$ cat src/rtl/cos_irq.sv
module cos_irq #(
  parameter int NPIN = 4,
  parameter int NSRC = 7
) (
  input  logic            clk,
  input  logic            rst_n,
  input  logic            tick,
  input  logic [NPIN-1:0] pins,
  input  logic [1:0]      addr,
  input  logic            rd,
  input  logic            wr,
  input  logic [7:0]      wdata,
  output logic [7:0]      rdata,
  input  logic [NSRC-1:0] src_status,
  output logic            irq_n
);
  logic [NPIN-1:0] meta, live, samp, acc, flags, qual;
  logic [7:0]      aux, mask, status;
  logic            clr;

  assign qual   = tick ? (live ~^ samp) & (live ^ acc) : '0;
  assign clr    = rd && addr == 2'd0;
  assign status = {|(flags & aux[NPIN-1:0]), src_status};
  assign irq_n  = ~|(status & mask);

  always_ff @(posedge clk or negedge rst_n)
    if (!rst_n) begin
      meta <= '0; live <= '0; samp <= '0; acc <= '0; flags <= '0;
    end else begin
      meta  <= pins;
      live  <= meta;
      if (tick) samp <= live;
      acc   <= (acc & ~qual) | (live & qual);
      flags <= (clr ? '0 : flags) | qual;
    end

  always_ff @(posedge clk or negedge rst_n)
    if (!rst_n) begin
      aux <= '0; mask <= '0;
    end else if (wr) begin
      if (addr == 2'd1) aux  <= wdata;
      if (addr == 2'd3) mask <= wdata;
    end

  always_comb
    case (addr)
      2'd0:    rdata = {flags, live};
      2'd1:    rdata = aux;
      2'd2:    rdata = status;
      default: rdata = mask;
    endcase

  // flags only rise on a tick edge
  a_r2_flag_needs_tick: assert property (@(posedge clk) disable iff (!rst_n)
    !tick |=> ((flags & ~$past(flags)) == '0));
  // a change-register read with no tick empties the flags
  a_r3_read_clears: assert property (@(posedge clk) disable iff (!rst_n)
    (rd && addr == 2'd0 && !tick) |=> flags == '0);
  // a status read leaves the flags alone
  a_r3_status_read_keeps: assert property (@(posedge clk) disable iff (!rst_n)
    (rd && addr == 2'd2 && !tick) |=> flags == $past(flags));
  // a qualified event is never dropped
  a_r4_no_lost_event: assert property (@(posedge clk) disable iff (!rst_n)
    (|qual) |=> ((flags & $past(qual)) == $past(qual)));
  // a request needs a mask bit
  a_r7_irq_needs_mask: assert property (@(posedge clk) disable iff (!rst_n)
    !irq_n |-> mask != 8'h00);
endmodule

$ cat config.mk
export PLATFORM = sky130hd
export DESIGN_NAME = cos_irq
export DESIGN_NICKNAME = d
export VERILOG_FILES = /design/src/rtl/cos_irq.sv
export SDC_FILE = /design/constraint.sdc
export NUM_CORES = 1
export LEC_CHECK = 0
export BUFFER_PORTS_ARGS = -buffer_cell sky130_fd_sc_hd__buf_4
export CAP_MARGIN = 15
export CORE_MARGIN = 8
export CORE_UTILIZATION = 53
export CTS_CLUSTER_DIAMETER = 60
export CTS_CLUSTER_SIZE = 16
export DETAILED_ROUTE_END_ITERATION = 10
export GPL_ROUTABILITY_DRIVEN = 0
export PLACE_DENSITY = 0.78
export SLEW_MARGIN = 0
export SYNTH_ARGS = -nofsm -noshare
export SYNTH_HDL_FRONTEND = slang
export SYNTH_SLANG_ARGS = --single-unit
$ cat constraint.sdc
create_clock -name clk -period 1.5 [get_ports clk]
set_input_delay 0.225 -clock clk [delete_from_list [all_inputs] [get_ports clk]]
set_output_delay 0.225 -clock clk [all_outputs]
set_load 0.02 [all_outputs]
==> summary by stage <==
Critical path
The end point of the critical path is rdata[7]. The worst register-to-register path ends at flags[2]$_DFF_PN0_. In this run the worst setup path begins at aux[0]$_DFFE_PN0P_. Data on the critical path is required at its endpoint by 1.27 ns. The worst setup path is launched from a flop. The number of stages on the worst setup path is 4. The sum of buffers and inverters on the critical path is 1.

The register-to-register setup slack is slightly above 0.5 ns. The startpoint of the most critical register-to-register path is flags[2]$_DFF_PN0_. At the worst endpoint, the arrival time is around 1.7 ns. Among all stages on the critical path, the largest delay is contributed by mux4_2. The critical path endpoint category is a primary output.

The type of the worst setup path is flop to primary output. The maximum fanout count along the critical path is 2. Measured in cells, the most critical reg-to-reg path has a length of 3. The maximum single-stage delay on the critical path is about 0.48 ns. Walking the worst path, the cells encountered are a22oi_2 -> nand2_1 -> mux4_2 -> buf_6.

The top cell family by delay on the critical path is multiplexers.

Floorplanning
In this run the vertical extent of the chip is just over 70 um. The initial utilization of the core area, before any placement, comes to 0.545. The region available for standard cell placement spans 3000 um^2.

The floorplan has 20 rows. The overall die width is ~72 um. The boundary pin count is 35.

The die area is between 5000 and 6000 um^2.

Placed design
The count of buffers added on input and output ports is 34. Detailed placement ended at an HPWL of 2320 um. Prior to clock tree synthesis, the placed netlist has a worst setup slack of -0.00587 ns.

Cells and area
The number of antenna repair diodes is 0. The top cell types in the final layout, fill and taps aside, are 36 x dfrtp_1, 35 x buf_4, 20 x mux2_2. From synthesis to final layout, the design area changed by 30.8%.

The filler cell count is ~210. The fraction of final layout cells sized beyond drive strength 1 is 0.509. In the final design database the tool counted 192 nets. The commonest non-fill, non-tap cell in the layout is dfrtp_1. The utilization after layout is 0.713.

Synthesis
Of the post-synthesis cell area, the part taken by muxes is 0.264. The count of synthesis-stage warnings from yosys is 0. The dominant combinational cell family by area after synthesis is multiplexers. For this run, the register share of the synthesized area comes to 0.550. Of the total synthesized cell area, the portion taken by AND, OR, NAND and NOR gates is 0.0818. The xor-xnor portion of the synthesized cell area is 0.

In this run the cell area of the synthesized design comes to about 1600 um^2. The number of library cell types mapped by synthesis is 19. The cell count after synthesis came out at between 100 and 150. The post-synthesis compound-gate area fraction is 0.0894. Counting every net in the synthesized netlist gives between 100 and 150. Of the total synthesized cell area, the portion taken by full adders, half adders and majority gates is 0.

In this run, synthesis produced a sequential element count of 36. A synthesized cell averages 14.7 um^2.

Route
The pre-antenna-repair detailed-routing pass consisted of 4 iterations. The average via count per standard cell is about 5.8. In this run the remaining antenna-violating nets after routing total 0.

The remaining design rule violation count is 0. Wires add up to about 3400 um. The initial detailed-routing violation count is 76. The detailed-route wire length per cell is around 17 um.

The via count of the routed design is between 1k and 1.5k.

Pwr
In this run the static leakage power is ~0.96 nW. The peak ir drop on the vdd network is between 0.7 and 0.8 mV. The total power density per cell area is 1170 nW/um^2.

Run
The count of max-cap constraint violations is 0.

Timing
The max-slew violation count was 0. Setup violations remaining at the end of the flow were counted as 9. Setup repair after global routing could not meet its margin everywhere. The final period demand of the worst path is around 1.9 ns. On the final layout, the worst clock skew is between 0.002 and 0.003 ns. The headroom to the max-slew limit is 0.701. The transition time at the pin with the least slew margin is 0.449 ns. The achievable clock frequency is around 530 MHz. Setup slack on the critical path of the routed design comes to -0.388 ns. In the finished design, the share of the clock period the worst path needs comes to 1.26. The count of endpoints failing hold in the final timing report is 0.

Global routing
The number of global-route vias before repair was about 1.2k. In the global route stage, overall resource usage came out at 0.139. After global routing the overflow that remains totals 0.

The initial antenna violation count is 0. The global-route wire length before repair is approximately 5500 um. Entering global routing, the biggest net connects 37 pins.

Clock tree
The clock drives 36 sinks. At the later pin of the worst-skew pair, clock insertion delay measures 0.33 ns. The buffer depth of the longest clock path is 2. Clock tree synthesis inserted a total of 5 buffers. The clock-pin slew of the registers on the worst-case setup and hold paths is roughly 0.10 ns. The CTS tree is yes. The H-tree depth reported by CTS is 2. The clock tree root driver cell is clkbuf_4.

Run status
The run finished, with violations left. The final reports fail on setup timing.

Min path
The cell depth of the worst hold path is 2. The class of the tightest hold or removal check is input port to flop.
layout make-up:
class | count | area [um^2] | share of cell area
timing repair buffer | 51 | 437 | 0.204
tap | 33 | 41.3 | 0.0193
multi-input combinational | 72 | 703 | 0.328
clock buffer | 8 | 58.8 | 0.0275
sequential | 36 | 901 | 0.421
worst min path at each step:
stage,end,slack [ns],startpoint
after global routing,aux[4]$_DFFE_PN0P_,0.1,wdata[4]
after global placement,aux[6]$_DFFE_PN0P_,0.20,rst_n
after floorplan,async pin,-0.07,rst_n
final,aux[5]$_DFFE_PN0P_,0.12,wdata[5]
after detailed placement,aux[6]$_DFFE_PN0P_,0.21,rst_n
after CTS,aux[4]$_DFFE_PN0P_,0.11,wdata[4]
power by group:
group          total [mW]  switching [mW]  internal [mW]  leakage, nW
logic               0.739           0.284          0.455        0.500
clock network       0.528           0.297          0.231       0.0326
registers            1.24           0.120           1.12        0.427
total                2.50           0.700           1.80        0.960
Yosys cell counts:
cell type | count | share of area
nand2_1 | 6 | 0.014
o22ai_1 | 4 | 0.015
a22oi_1 | 4 | 0.018
buf_2 | 1 | 0.0031
dfrtp_1 | 36 | 0.55
nand3b_4 | 1 | 0.012
a222oi_1 | 1 | 0.0061
buf_6 | 1 | 0.0069
nand3_4 | 1 | 0.011
mux4_1 | 7 | 0.11
nand3_1 | 1 | 0.0031
nand2b_1 | 8 | 0.031
mux2_2 | 20 | 0.14
mux4_2 | 1 | 0.014
a22o_2 | 1 | 0.0061
a21oi_1 | 9 | 0.028
nor2_1 | 5 | 0.011
a22o_1 | 3 | 0.016
buf_4 | 1 | 0.0046
cells by family after synthesis:
family,Yosys count
buffers and inverters,3
AOI/OAI and AO/OA,22
and+or+nand+nor,22
DFF,36
muxes,28
stage by stage:
| stage | std cells | power (mW) | hold slack, ns | cell area, um^2 | setup TNS, ns |
|---|---|---|---|---|---|
| floorplan | 111 | 1.57 | -0.0706 | 1640 | 0 |
| finish | 200 | 2.50 | 0.124 | 2140 | -1.99 |
| global placement | 179 | 1.81 | 0.197 | 1940 | 0 |
| global route | 200 | 2.64 | 0.0982 | 2140 | -2.54 |
| CTS | 197 | 2.47 | 0.112 | 2100 | -2.11 |
| detailed placement | 179 | 1.83 | 0.206 | 1940 | -0.00587 |
layer usage:
metal,up-vias,part of all wire,track usage
met5,-,0,0
met4,0,0.0041,0.0544
met3,2,0.084,0.0725
met2,48,0.49,0.223
met1,573,0.42,0.152
li1,529,-,-
repair_timing:
| action | CTS | global route |
|---|---|---|
| resized for setup | 15 | 6 |
| buffers inserted | 5 | 4 |
| pin swaps | 3 | 4 |
| endpoints found under the setup margin | 9 | 9 |
| endpoints found under the hold margin | 40 | 0 |
| cloned | 0 | 0 |
| hold buffers | 5 | 0 |
(Power assumes the default switching activity.)
